$ cat config.mk
export PLATFORM = sky130hd
export DESIGN_NAME = ctc_interval_timer
export DESIGN_NICKNAME = d
export VERILOG_FILES = /design/src/rtl/ctc_timer_pkg.sv /design/src/rtl/ctc_pulse_sync.sv /design/src/rtl/ctc_train_tracker.sv /design/src/rtl/ctc_result_fmt.sv /design/src/rtl/ctc_interval_timer.sv
export SDC_FILE = /design/constraint.sdc
export NUM_CORES = 1
export LEC_CHECK = 0
export BUFFER_PORTS_ARGS = -buffer_cell sky130_fd_sc_hd__buf_2
export CORE_MARGIN = 1.5
export CORE_UTILIZATION = 50
export CTS_CLUSTER_DIAMETER = 120
export DETAILED_ROUTE_END_ITERATION = 8
export GPL_TIMING_DRIVEN = 0
export PLACE_DENSITY = 0.78
export SLEW_MARGIN = 0
export SYNTH_ARGS = -nofsm -noshare
export SYNTH_HDL_FRONTEND = slang
export SYNTH_SLANG_ARGS = --single-unit
export TNS_END_PERCENT = 10
$ cat constraint.sdc
create_clock -name clk -period 1.6 [get_ports clk]
set_input_delay 0.24 -clock clk [delete_from_list [all_inputs] [get_ports clk]]
set_output_delay 0.24 -clock clk [all_outputs]
set_load 0.05 [all_outputs]
$ cat src/rtl/ctc_timer_pkg.sv
package ctc_timer_pkg;
  localparam int WORD_W = 16;
  localparam int CNT_W  = 12;
  localparam int TAG_W  = WORD_W - CNT_W;
  localparam logic [TAG_W-1:0] RESULT_TAG   = 4'hD;
  localparam logic [CNT_W-1:0] CNT_RESERVED = '1;
  localparam logic [WORD_W-1:0] FAIL_WORD   = {RESULT_TAG, CNT_RESERVED};

  // Saturating increment: stops at the reserved code.
  function automatic logic [CNT_W-1:0] sat_inc(input logic [CNT_W-1:0] v);
    return (v == CNT_RESERVED) ? v : v + {{(CNT_W-1){1'b0}}, 1'b1};
  endfunction

  // Build the outgoing word from the stop flag and the captured count.
  function automatic logic [WORD_W-1:0] pack_result(input logic stopped,
                                                    input logic [CNT_W-1:0] cnt);
    if (stopped && (cnt != CNT_RESERVED)) return {RESULT_TAG, cnt};
    return FAIL_WORD;
  endfunction
endpackage

$ cat src/rtl/ctc_pulse_sync.sv
module ctc_pulse_sync #(
  parameter int STAGES = 2
) (
  input  logic clk,
  input  logic rst_n,
  input  logic din,
  output logic rise
);
  // stage[0..STAGES-1] synchronize, stage[STAGES] is the edge reference
  logic [STAGES:0] stage;

  always_ff @(posedge clk or negedge rst_n) begin
    if (!rst_n) stage[0] <= 1'b0;
    else        stage[0] <= din;
  end

  for (genvar i = 1; i <= STAGES; i++) begin : g_stage
    always_ff @(posedge clk or negedge rst_n) begin
      if (!rst_n) stage[i] <= 1'b0;
      else        stage[i] <= stage[i-1];
    end
  end

  assign rise = stage[STAGES-1] & ~stage[STAGES];
endmodule

$ cat src/rtl/ctc_train_tracker.sv
module ctc_train_tracker
  import ctc_timer_pkg::*;
#(
  parameter int PULSES    = 4,
  parameter int START_POS = 1,
  parameter int STOP_POS  = 3
) (
  input  logic             clk,
  input  logic             rst_n,
  input  logic             pulse_edge,
  input  logic             clear,
  output logic             start_evt,
  output logic             stop_evt,
  output logic             running,
  output logic             stop_seen,
  output logic [CNT_W-1:0] count_q
);
  localparam int PC_W = $clog2(PULSES + 1);
  localparam logic [PC_W-1:0] START_IDX = PC_W'(START_POS - 1);
  localparam logic [PC_W-1:0] STOP_IDX  = PC_W'(STOP_POS - 1);
  localparam logic [PC_W-1:0] LAST_IDX  = PC_W'(PULSES);

  logic [PC_W-1:0] pcnt;

  assign start_evt = pulse_edge && (pcnt == START_IDX);
  assign stop_evt  = pulse_edge && (pcnt == STOP_IDX) && running;

  always_ff @(posedge clk or negedge rst_n) begin
    if (!rst_n) begin
      pcnt      <= '0;
      running   <= 1'b0;
      stop_seen <= 1'b0;
      count_q   <= '0;
    end else if (clear) begin
      pcnt      <= '0;
      running   <= 1'b0;
      stop_seen <= 1'b0;
      count_q   <= '0;
    end else begin
      if (pulse_edge && (pcnt != LAST_IDX)) pcnt <= pcnt + 1'b1;
      if (start_evt) begin
        count_q <= '0;
        running <= 1'b1;
      end else if (running) begin
        count_q <= sat_inc(count_q);
        if (stop_evt) begin
          running   <= 1'b0;
          stop_seen <= 1'b1;
        end
      end
    end
  end
endmodule

$ cat src/rtl/ctc_result_fmt.sv
module ctc_result_fmt
  import ctc_timer_pkg::*;
(
  input  logic              clk,
  input  logic              rst_n,
  input  logic              evt_end,
  input  logic              stop_seen,
  input  logic [CNT_W-1:0]  count_q,
  output logic [WORD_W-1:0] res_word,
  output logic              res_valid
);
  always_ff @(posedge clk or negedge rst_n) begin
    if (!rst_n) begin
      res_valid <= 1'b0;
      res_word  <= '0;
    end else begin
      res_valid <= evt_end;
      res_word  <= evt_end ? pack_result(stop_seen, count_q) : '0;
    end
  end
endmodule

$ cat src/rtl/ctc_interval_timer.sv
module ctc_interval_timer
  import ctc_timer_pkg::*;
#(
  parameter int SYNC_STAGES = 2,
  parameter int PULSES      = 4,
  parameter int START_POS   = 1,
  parameter int STOP_POS    = 3
) (
  input  logic              clk,
  input  logic              rst_n,
  input  logic              pulse_in,
  input  logic              evt_end,
  output logic [WORD_W-1:0] res_word,
  output logic              res_valid
);
  logic             pulse_edge;
  logic             start_evt;
  logic             stop_evt;
  logic             running;
  logic             stop_seen;
  logic [CNT_W-1:0] count_q;

  ctc_pulse_sync #(.STAGES(SYNC_STAGES)) u_sync (
    .clk  (clk),
    .rst_n(rst_n),
    .din  (pulse_in),
    .rise (pulse_edge)
  );

  ctc_train_tracker #(
    .PULSES(PULSES), .START_POS(START_POS), .STOP_POS(STOP_POS)
  ) u_track (
    .clk       (clk),
    .rst_n     (rst_n),
    .pulse_edge(pulse_edge),
    .clear     (evt_end),
    .start_evt (start_evt),
    .stop_evt  (stop_evt),
    .running   (running),
    .stop_seen (stop_seen),
    .count_q   (count_q)
  );

  ctc_result_fmt u_fmt (
    .clk      (clk),
    .rst_n    (rst_n),
    .evt_end  (evt_end),
    .stop_seen(stop_seen),
    .count_q  (count_q),
    .res_word (res_word),
    .res_valid(res_valid)
  );
endmodule

==> results of run 1 <==
[power by group through the flow]
stage	Clock, mW	Combinational, mW	Sequential, mW
after floorplan	0	0.0836	0.955
after global placement	0	0.198	0.893
after detailed placement	0	0.202	0.894
after CTS	0.449	0.210	0.879
after global routing	0.491	0.242	0.884
final	0.427	0.223	0.879
[cell families after synthesis]
logic type                 synth area share
buffers and inverters                0.0542
adders and majority gates            0.0328
AOI/OAI and AO/OA                     0.164
and+or+nand+nor                       0.176
xor gates and xnor gates             0.0287
DFF                                   0.542
other                               0.00246
[sequential cells by signal (all words and copies together) (netlist names)]
signal and flops:
u_fmt.res_word 13, u_sync.stage 3, u_track.count_q 12, u_track.pcnt 3
u_track.running 1, u_track.stop_seen 1
[worst paths after layout]
| check | slack [ps] | end |
|---|---|---|
| setup / recovery | 50 | u_track.count_q[7] |
| hold / removal | 30 | u_fmt.res_word[14] |
| max in group asynchronous | 610 | u_track.count_q[4] |
| hold reg to reg | 350 | u_sync.stage[1] |
| setup reg to reg | 50 | u_track.count_q[7] |
| min in group asynchronous | 500 | u_fmt.res_word[4] |
[final cells by class]
class                      instances  area (sq um)
timing repair buffer              23           128
buffer                             7          48.8
inverter                           9          33.8
clock buffer                       8          48.8
fill                             219          1020
multi-input combinational         87           681
sequential                        33           827
tap                               31          38.8
[what timing repair did]
action | CTS | global route
pin swaps | 1 | 1
gates cloned | 0 | 1
hold endpoints to repair | 33 | 1
setup buffers | 0 | 1
resized for setup | 4 | 11
hold buffers | 1 | 1
endpoints found under the setup margin | 12 | 9
[synthesized netlist by cell type, types with 2 or more instances]
cell type,count,area (sq um)
sky130_fd_sc_hd__a21boi_0,4,30.0
sky130_fd_sc_hd__a21oi_1,7,35.0
sky130_fd_sc_hd__and4_1,3,26.3
sky130_fd_sc_hd__buf_4,4,30.0
sky130_fd_sc_hd__clkbuf_1,2,7.51
sky130_fd_sc_hd__dfrtp_1,33,826
sky130_fd_sc_hd__ha_1,4,50.1
sky130_fd_sc_hd__inv_1,9,33.8
sky130_fd_sc_hd__nand2_1,5,18.8
sky130_fd_sc_hd__nand3_1,6,30.0
sky130_fd_sc_hd__nand4_2,3,37.5
sky130_fd_sc_hd__nor2_1,13,48.8
sky130_fd_sc_hd__nor3_1,3,15.0
sky130_fd_sc_hd__o21a_1,8,60.1
sky130_fd_sc_hd__o21ai_0,2,10.0
sky130_fd_sc_hd__xnor2_1,3,26.3
sky130_fd_sc_hd__xor2_1,2,17.5
[metal layers]
layer	track usage	part of all wire	wire (um)	vias up
met2	0.320	0.51	1470	40
met3	0.0737	0.056	162	6
met1	0.220	0.41	1200	556
li1	-	-	-	538
met5	0	0	0	-
met4	0.0698	0.018	52	0
[stage by stage]
step	setup slack, ps	instances	hold slack (ps)	setup TNS [ps]
global placement	-173	186	324	-888
global route	-14.8	198	0.629	-14.8
CTS	-3.38	195	5.71	-3.38
finish	54.9	198	32.0	0
floorplan	51.9	136	-55.6	0
detailed placement	-194	186	328	-1220
[critical path, cell delays in order (launching register included)]
cell,delay [ps]
sky130_fd_sc_hd__dfrtp_1,410
sky130_fd_sc_hd__inv_2,60
sky130_fd_sc_hd__ha_4,160
sky130_fd_sc_hd__nor4bb_4,160
sky130_fd_sc_hd__or2_4,270
sky130_fd_sc_hd__buf_6,140
sky130_fd_sc_hd__o41ai_2,250
==> impl_summary.log, run 1 <==
[metrics] Worst IR Drop VDD: 509 uV
[metrics] transition time at the pin with the least slew margin: 707 ps
[metrics] sequential area share after synthesis: 0.542
[metrics] master cell of the clock root buffer: sky130_fd_sc_hd__clkbuf_4
[metrics] count of input and output buffers: 19
[metrics] Maximum Capacitance Violations: 0
[metrics] TritonCTS clock tree: done
[metrics] CP required: 1830 ps
[metrics] net switching component of the power: 0.423 mW
[metrics] synthesized instance count: 136
[metrics] main flop type after synthesis: sky130_fd_sc_hd__dfrtp_1
[metrics] worst slew margin relative to its limit: 0.529
[metrics] die outline area: 3390 sq um
[metrics] Tcrit/Tclk final: 0.966
[metrics] type of element capturing the critical path: flop
[metrics] share of final-layout standard cells stronger than drive strength 1: 0.299
[metrics] DRT iter0 DRCs: 24
[metrics] status: finished with violations
[metrics] antenna violations before repair: 0
[metrics] Hold Crit Start: evt_end
[metrics] pins over their slew limit: 0
[metrics] number of distinct library cell variants in the gate-level netlist after synthesis: 42
[metrics] clk sink count: 33
[metrics] warnings from Yosys: 0
[metrics] most common cell after layout, fill and taps aside: sky130_fd_sc_hd__dfrtp_1
[metrics] netlist area before placement: 1520 sq um
[metrics] I/O pin total: 21
[metrics] clock share of power: 0.279
[metrics] depth of the worst register-to-register path: 6
[metrics] DP Area: 1660 sq um
[metrics] kind of start point of the critical path: flop
[metrics] portion of total power attributed to combinational logic: 0.146
[metrics] Routed Antenna Nets: 0
[metrics] number of enable flip-flop cells after synthesis: 0
[metrics] area added between synthesis and finish: 18.5%
[metrics] first-pass iteration count of the detailed router: 6
[metrics] total DRC errors in the routed layout: 2
[metrics] cell internal pwr: 1.11 mW
[metrics] post-layout minimum cycle time: 1550 ps
[metrics] H-tree depth: 2
[metrics] leakage power figure: 0.785 nW
[metrics] violated checks: design-rule violations
[metrics] first-pass GRT wire length: 4720 um
[metrics] Clock Skews: 7.84 ps
[metrics] DR vias/cell: 5.76
[metrics] number of register bits inferred by synthesis: 33
[metrics] average instance area after synthesis: 11.2 sq um
[metrics] Hold Violations, Final: 0
[metrics] syn_nets: 144
[metrics] clock transition at the registers of the reported paths: 90 ps
[metrics] total wire length: 2890 um
[metrics] maximum fanout along the worst path: 5
[metrics] Avg WL per Cell: 14.6 um
[metrics] arrival time at the worst endpoint: 1780 ps
[metrics] Design Power: 1.53 mW
[metrics] final setup violation count: 0
[metrics] hold depth: 1
[metrics] core footprint: 2830 sq um
[metrics] Initial Utilization: 0.539
[metrics] Worst-Skew Late Latency: 330 ps
[metrics] # rows: 19
[metrics] maximum count of clock buffers along a single path: 2
[metrics] Remaining Overflow, GRT: 0
[metrics] reg-to-reg startpoint: u_track.pcnt[1]
[metrics] asr flop ratio synth: 1.00
[metrics] utilization of the core after routing: 0.638
[metrics] post-route cell area: 1810 sq um
[metrics] Critical Setup Path Class: reg2reg
[metrics] Antenna Diode Count: 0
[metrics] crit path launch: u_track.pcnt[1]
[metrics] GRT Total Usage: 0.190
[metrics] path class of the lowest-slack min-delay path: in2reg
[metrics] pwr/cell area: 847 nW/um^2
[metrics] part of the total power dissipated in sequential elements: 0.575
[metrics] Die Wd: 58.2 um
[metrics] placed wire-length estimate after detailed placement: 1970 um
[metrics] GP Congestion: 0.752
[metrics] leading cell types in the layout, fill and taps excluded: sky130_fd_sc_hd__dfrtp_1 (32), sky130_fd_sc_hd__buf_2 (20), sky130_fd_sc_hd__nor2_1 (12)
[metrics] number of vias after detailed routing: 1140
[metrics] largest net degree at the start of global routing: 34
[metrics] clock buffers created by TritonCTS: 5
[metrics] floorplan die height: 58.2 um
[metrics] max frequency: 647 MHz
[metrics] via count of the first global-routing pass: 1070
[metrics] switching share of power: 0.277
[metrics] total number of nets in the final design: 174
(Power assumes the default switching activity.)
==> run 2, diff against run 1 <==
CORE_UTILIZATION = 53   (was 50)
CTS_BUF_LIST = sky130_fd_sc_hd__clkbuf_4   (was unset)
PLACE_DENSITY = 0.87   (was 0.78)
==> run 2 against run 1 <==
Compared with the run above: the flow now finishes without violations; via count rose by 4.1%; combinational power increased by 7%; non-clock buffer count up 6; critical path type unchanged; largest power group unchanged; highest routed layer unchanged.
==> impl_summary.log, run 2 (synthesized netlist as in run 1, its figures left out) <==
[metrics] share of final-layout standard cells stronger than drive strength 1: 0.324 (was 0.299)
[metrics] total wire length: 3150 um (was 2890 um)
[metrics] flip-flop count of the largest register after layout: 13 (unchanged)
[metrics] number of fillers in the final layout: 193 (was 219)
[metrics] maximum count of clock buffers along a single path: 2 (unchanged)
[metrics] DR vias/cell: 5.82 (was 5.76)
[metrics] master cell of the clock root buffer: sky130_fd_sc_hd__clkbuf_4 (unchanged)
[metrics] floorplan die height: 56.6 um (was 58.2 um)
[metrics] sequential cell area in the final layout: 826 sq um (was 827 sq um)
[metrics] Routed Antenna Nets: 0 (unchanged)
[metrics] kind of start point of the critical path: flop (unchanged)
[metrics] clock transition at the registers of the reported paths: 100 ps (was 90 ps)
[metrics] pwr/cell area: 936 nW/um^2 (was 847 nW/um^2)
[metrics] cells traversed along the worst timing path: inv_2 -> ha_4 -> nor4bb_4 -> or2_4 -> buf_6 -> o41ai_2 (unchanged)
[metrics] max frequency: 628 MHz (was 647 MHz)
[metrics] via count of the first global-routing pass: 1139 (was 1070)
[metrics] Maximum Capacitance Violations: 0 (unchanged)
[metrics] total DRC errors in the routed layout: 0 (was 2)
[metrics] type of element capturing the critical path: flop (unchanged)
[metrics] leading cell types in the layout, fill and taps excluded: sky130_fd_sc_hd__dfrtp_1 (33), sky130_fd_sc_hd__buf_2 (20), sky130_fd_sc_hd__nor2_1 (12) (was sky130_fd_sc_hd__dfrtp_1 (32), sky130_fd_sc_hd__buf_2 (20), sky130_fd_sc_hd__nor2_1 (12))
[metrics] largest register by flop count: u_fmt.res_word (unchanged)
[metrics] I/O pin total: 21 (unchanged)
[metrics] first-pass GRT wire length: 5070 um (was 4720 um)
[metrics] Tcrit/Tclk final: 0.995 (was 0.966)
[metrics] depth of the worst register-to-register path: 6 (unchanged)
[metrics] setup repair after global routing missed its margin: yes
[metrics] GRT Total Usage: 0.211 (was 0.190)
[metrics] count of input and output buffers: 19 (unchanged)
[metrics] Worst IR Drop VDD: 801 uV (was 509 uV)
[metrics] largest net degree at the start of global routing: 34 (unchanged)
[metrics] total number of nets in the final design: 180 (was 174)
[metrics] Clock Skews: 6.88 ps (was 7.84 ps)
[metrics] H-tree depth: 2 (unchanged)
[metrics] core footprint: 2730 sq um (was 2830 sq um)
[metrics] CP required: 1840 ps (was 1830 ps)
[metrics] hold depth: 1 (unchanged)
[metrics] footprint of the multi-input gates: 664 sq um (was 681 sq um)
[metrics] antenna violations before repair: 0 (unchanged)
[metrics] placed wire-length estimate after detailed placement: 2070 um (was 1970 um)
[metrics] # rows: 19 (unchanged)
[metrics] Critical Setup Path Class: reg2reg (unchanged)
[metrics] Hold Violations, Final: 0 (unchanged)
[metrics] transition time at the pin with the least slew margin: 729 ps (was 707 ps)
[metrics] final worst-path setup slack: 7.40 ps (was 54.9 ps)
[metrics] arrival time at the worst endpoint: 1830 ps (was 1780 ps)
[metrics] Critical-path top delay cell: sky130_fd_sc_hd__dfrtp_1 (unchanged)
[metrics] status: finished, final reports clean (was finished with violations)
[metrics] Worst-Skew Late Latency: 340 ps (was 330 ps)
[metrics] path class of the lowest-slack min-delay path: in2reg (unchanged)
[metrics] pre-CTS setup slack: -127 ps (was -194 ps)
[metrics] placed cells: 186 (unchanged)
[metrics] Antenna Diode Count: 0 (unchanged)
[metrics] Initial Utilization: 0.557 (was 0.539)
[metrics] clock buffers created by TritonCTS: 5 (unchanged)
[metrics] Remaining Overflow, GRT: 0 (unchanged)
[metrics] clk sink count: 33 (unchanged)
[metrics] utilization of the core after routing: 0.681 (was 0.638)
[metrics] first-pass iteration count of the detailed router: 4 (was 6)
[metrics] maximum fanout along the worst path: 5 (unchanged)
[metrics] Avg WL per Cell: 15.4 um (was 14.6 um)
[metrics] number of standard cells in the final layout excluding fillers: 204 (was 198)
[metrics] final setup violation count: 0 (unchanged)
[metrics] post-layout minimum cycle time: 1590 ps (was 1550 ps)
[metrics] largest registers in the final layout: u_fmt.res_word x13, u_track.count_q x12 (unchanged)
[metrics] pins over their slew limit: 0 (unchanged)
[metrics] worst stage delay on the critical path: 420 ps (was 410 ps)
[metrics] area added between synthesis and finish: 22.2% (was 18.5%)
[metrics] die outline area: 3210 sq um (was 3390 sq um)
[metrics] most common cell after layout, fill and taps aside: sky130_fd_sc_hd__dfrtp_1 (unchanged)
[metrics] DRT iter0 DRCs: 41 (was 24)
[metrics] number of vias after detailed routing: 1187 (was 1140)
[metrics] worst slew margin relative to its limit: 0.514 (was 0.529)
[metrics] Die Wd: 56.6 um (was 58.2 um)
[metrics] TritonCTS clock tree: done (unchanged)
[metrics] GP Congestion: 0.826 (was 0.752)
[metrics] leakage power figure: 0.844 nW (was 0.785 nW)
## run 2: cell type report
| type | count | share of cell area |
|---|---|---|
| tap | 31 | 0.0208 |
| sequential | 33 | 0.443 |
| multi-input combinational | 87 | 0.357 |
| timing repair buffer | 29 | 0.0927 |
| inverter | 9 | 0.0181 |
| clock inverter | 2 | 0.0181 |
| buffer | 7 | 0.0262 |
| clock buffer | 6 | 0.0242 |
## run 2: power breakdown
part | leakage [nW] | switching [mW] | total [mW] | internal, mW
Sequential | 0.422 | 0.0172 | 0.879 | 0.862
Clock | 0.0433 | 0.285 | 0.627 | 0.342
Combinational | 0.379 | 0.158 | 0.238 | 0.0798
## run 2: worst max-delay path: cells and delay by family (launching register included)
family / cells / cell delay, ps
AO/OA/AOI/OAI: 1 / 280
flip-flops: 1 / 420
adder cells (fa/ha/maj): 1 / 160
buffers and inverters: 2 / 190
AND/OR/NAND/NOR: 2 / 430
## run 2: path summary, 6_finish.rpt
kind                            startpoint            endpoint  slack [ps]
min in group asynchronous            rst_n  u_fmt.res_word[10]         490
hold reg to reg            u_sync.stage[0]     u_sync.stage[1]         360
setup / recovery           u_track.pcnt[1]  u_track.count_q[7]           7
setup reg to reg           u_track.pcnt[1]  u_track.count_q[7]           7
max in group asynchronous            rst_n  u_track.count_q[5]         640
hold / removal                     evt_end  u_fmt.res_word[14]          20
## run 2: repair_timing
item | in CTS | in global routing
setup endpoints to repair | 12 | 12
hold buffers | 2 | 0
pin swaps | 0 | 2
setup buffers | 0 | 7
hold endpoints to repair | 34 | 0
cloned | 0 | 1
resized for setup | 7 | 5
## run 2: metrics by stage
step	area (sq um)	hold WS [ps]	power, mW	TNS [ps]
after global routing	1860	14.0	1.81	-173
final	1860	20.5	1.74	0
after detailed placement	1660	329	1.10	-485
after floorplan	1520	-55.6	1.04	0
after global placement	1660	319	1.09	-135
after CTS	1790	18.2	1.72	-36.4
## run 2: per-layer routing
metal	global-route usage	part of all wire
met5	0	0
met4	0.129	0.036
met3	0.0622	0.055
met2	0.352	0.51
met1	0.233	0.40
==> run 3, diff against run 2 <==
CELL_PAD_IN_SITES_DETAIL_PLACEMENT = 0   (was unset)
CELL_PAD_IN_SITES_GLOBAL_PLACEMENT = 1   (was unset)
CORE_UTILIZATION = 42   (was 53)
SLEW_MARGIN = unset   (was 0)
==> run 3 against run 2 <==
Compared with the run above: the flow now finishes with violations (negative setup slack); combinational power shrank 9.7%; count of clock-buffer cells in the layout decreased by 1; clock power decreased by 31%; critical path type unchanged; maximum frequency decreased by 2.9%; first-iteration DRC count decreased by 22%.
==> impl_summary.log, run 3 (synthesized netlist as in run 1, its figures left out) <==
[metrics] status: finished with violations (was finished, final reports clean)
[metrics] number of vias after detailed routing: 1115 (was 1187)
[metrics] largest net degree at the start of global routing: 34 (unchanged)
[metrics] count of input and output buffers: 19 (unchanged)
[metrics] hold depth: 1 (unchanged)
[metrics] flip-flop count of the largest register after layout: 13 (unchanged)
[metrics] Worst-Skew Late Latency: 330 ps (was 340 ps)
[metrics] placed cells: 201 (was 186)
[metrics] Routed Antenna Nets: 0 (unchanged)
[metrics] TritonCTS clock tree: done (unchanged)
[metrics] Die Wd: 63.2 um (was 56.6 um)
[metrics] maximum fanout along the worst path: 10 (was 5)
[metrics] clk sink count: 33 (unchanged)
[metrics] Antenna Diode Count: 0 (unchanged)
[metrics] max frequency: 610 MHz (was 628 MHz)
[metrics] most common cell after layout, fill and taps aside: sky130_fd_sc_hd__dfrtp_1 (unchanged)
[metrics] total DRC errors in the routed layout: 0 (unchanged)
[metrics] slack of the worst reg-to-reg path: -40 ps (was 7 ps)
[metrics] total wire length: 2950 um (was 3150 um)
[metrics] Remaining Overflow, GRT: 0 (unchanged)
[metrics] antenna violations before repair: 0 (unchanged)
[metrics] Initial Utilization: 0.446 (was 0.557)
[metrics] first-pass iteration count of the detailed router: 4 (unchanged)
[metrics] Avg WL per Cell: 13.9 um (was 15.4 um)
[metrics] first-pass GRT wire length: 4820 um (was 5070 um)
[metrics] maximum count of clock buffers along a single path: 2 (unchanged)
[metrics] post-route cell area: 1820 sq um (was 1860 sq um)
[metrics] CP required: 1820 ps (was 1840 ps)
[metrics] placed wire-length estimate after detailed placement: 1930 um (was 2070 um)
[metrics] hold_ws: 22.0 ps (was 20.5 ps)
[metrics] reg-to-reg startpoint: u_track.pcnt[0] (was u_track.pcnt[1])
[metrics] GP Congestion: 0.819 (was 0.826)
[metrics] kind of start point of the critical path: flop (unchanged)
[metrics] floorplan die height: 63.2 um (was 56.6 um)
[metrics] depth of the worst register-to-register path: 6 (unchanged)
[metrics] arrival time at the worst endpoint: 1860 ps (was 1830 ps)
[metrics] master cell of the clock root buffer: sky130_fd_sc_hd__clkbuf_4 (unchanged)
[metrics] violated checks: negative setup slack
[metrics] pwr/cell area: 836 nW/um^2 (was 936 nW/um^2)
[metrics] core footprint: 3420 sq um (was 2730 sq um)
[metrics] Design Power: 1.52 mW (was 1.74 mW)
[metrics] post-layout minimum cycle time: 1640 ps (was 1590 ps)
[metrics] Hold Crit Start: evt_end (unchanged)
[metrics] Critical Setup Path Class: reg2reg (unchanged)
[metrics] die outline area: 4000 sq um (was 3210 sq um)
[metrics] Clock Skews: 4.92 ps (was 6.88 ps)
[metrics] largest register by flop count: u_fmt.res_word (unchanged)
[metrics] number of standard cells in the final layout excluding fillers: 212 (was 204)
[metrics] leakage power figure: 0.809 nW (was 0.844 nW)
[metrics] final setup violation count: 1 (was 0)
[metrics] Maximum Capacitance Violations: 0 (unchanged)
[metrics] termination of the worst setup path: u_track.count_q[7] (unchanged)
[metrics] worst slew margin relative to its limit: 0.528 (was 0.514)
[metrics] transition time at the pin with the least slew margin: 709 ps (was 729 ps)
[metrics] Tcrit/Tclk final: 1.03 (was 0.995)
[metrics] setup repair after global routing missed its margin: yes (unchanged)
[metrics] # rows: 21 (was 19)
[metrics] total number of nets in the final design: 173 (was 180)
[metrics] utilization of the core after routing: 0.534 (was 0.681)
[metrics] R2R Path End: u_track.count_q[7] (unchanged)
[metrics] H-tree depth: 2 (unchanged)
[metrics] DR vias/cell: 5.26 (was 5.82)
[metrics] GRT Total Usage: 0.155 (was 0.211)
[metrics] summed negative setup slack over all endpoints: -40.4 ps (was 0 ps)
[metrics] pre-CTS setup slack: -275 ps (was -127 ps)
[metrics] crit path launch: u_track.pcnt[0] (was u_track.pcnt[1])
[metrics] clock transition at the registers of the reported paths: 100 ps (about the same)
[metrics] pins over their slew limit: 0 (unchanged)
[metrics] type of element capturing the critical path: flop (unchanged)
[metrics] largest registers in the final layout: u_fmt.res_word x13, u_track.count_q x12 (unchanged)
[metrics] area added between synthesis and finish: 19.7% (was 22.2%)
[metrics] Worst IR Drop VDD: 424 uV (was 801 uV)
[metrics] DRT iter0 DRCs: 32 (was 41)
[metrics] DP Area: 1680 sq um (was 1660 sq um)
[metrics] final worst-path setup slack: -40.4 ps (was 7.40 ps)
[metrics] clock buffers created by TritonCTS: 5 (unchanged)
[metrics] share of final-layout standard cells stronger than drive strength 1: 0.289 (was 0.324)
[metrics] Hold Violations, Final: 0 (unchanged)
[metrics] path class of the lowest-slack min-delay path: in2reg (unchanged)
[metrics] I/O pin total: 21 (unchanged)
[metrics] leading cell types in the layout, fill and taps excluded: sky130_fd_sc_hd__dfrtp_1 (33), sky130_fd_sc_hd__buf_2 (19), sky130_fd_sc_hd__nor2_1 (11) (was sky130_fd_sc_hd__dfrtp_1 (33), sky130_fd_sc_hd__buf_2 (20), sky130_fd_sc_hd__nor2_1 (12))
[metrics] via count of the first global-routing pass: 1065 (was 1139)
run 3: per-layer routing:
metal / up-vias / wire length [um] / global-route usage
li1: 537 / - / -
met5: - / 0 / 0
met4: 0 / 60 / 0.0571
met2: 30 / 1390 / 0.249
met1: 542 / 1360 / 0.199
met3: 6 / 144 / 0.0482
run 3: worst max-delay path: stages (launching register included):
cell	delay, ps
sky130_fd_sc_hd__dfrtp_1	380
sky130_fd_sc_hd__inv_2	60
sky130_fd_sc_hd__ha_2	200
sky130_fd_sc_hd__nor4bb_4	160
sky130_fd_sc_hd__or2_1	240
sky130_fd_sc_hd__buf_6	160
sky130_fd_sc_hd__o41ai_4	310
run 3: what timing repair did:
| action | CTS | global route |
|---|---|---|
| pin swaps | 1 | 0 |
| endpoints found under the setup margin | 12 | 11 |
| hold endpoints to repair | 34 | 0 |
| buffers inserted | 0 | 1 |
| gates resized for setup | 6 | 7 |
| hold buffers | 2 | 0 |
run 3: how the worst min path moves through the flow:
stage                           to  slack [ps]
6_report        u_fmt.res_word[14]          20
3_5_place_dp    u_track.count_q[8]         340
4_1_cts         u_fmt.res_word[14]          20
2_1_floorplan    u_fmt.res_word[0]         -60
5_1_grt         u_fmt.res_word[14]          10
3_3_place_gp   u_track.count_q[10]         330
run 3: layout make-up:
class | instances | area (sq um)
fillers | 296 | 1590
flip-flops and latches | 33 | 826
multi-input cells | 87 | 686
repair buffers | 22 | 123
well taps | 46 | 57.6
plain buffers | 7 | 48.8
clock buffers | 5 | 37.5
inverters | 9 | 33.8
clock inverters | 3 | 12.5
run 3: where the power goes:
group          switching [mW]  total (mW)  internal [mW]
Sequential             0.0188       0.881          0.862
Clock                   0.271       0.430          0.159
Combinational           0.151       0.215         0.0635
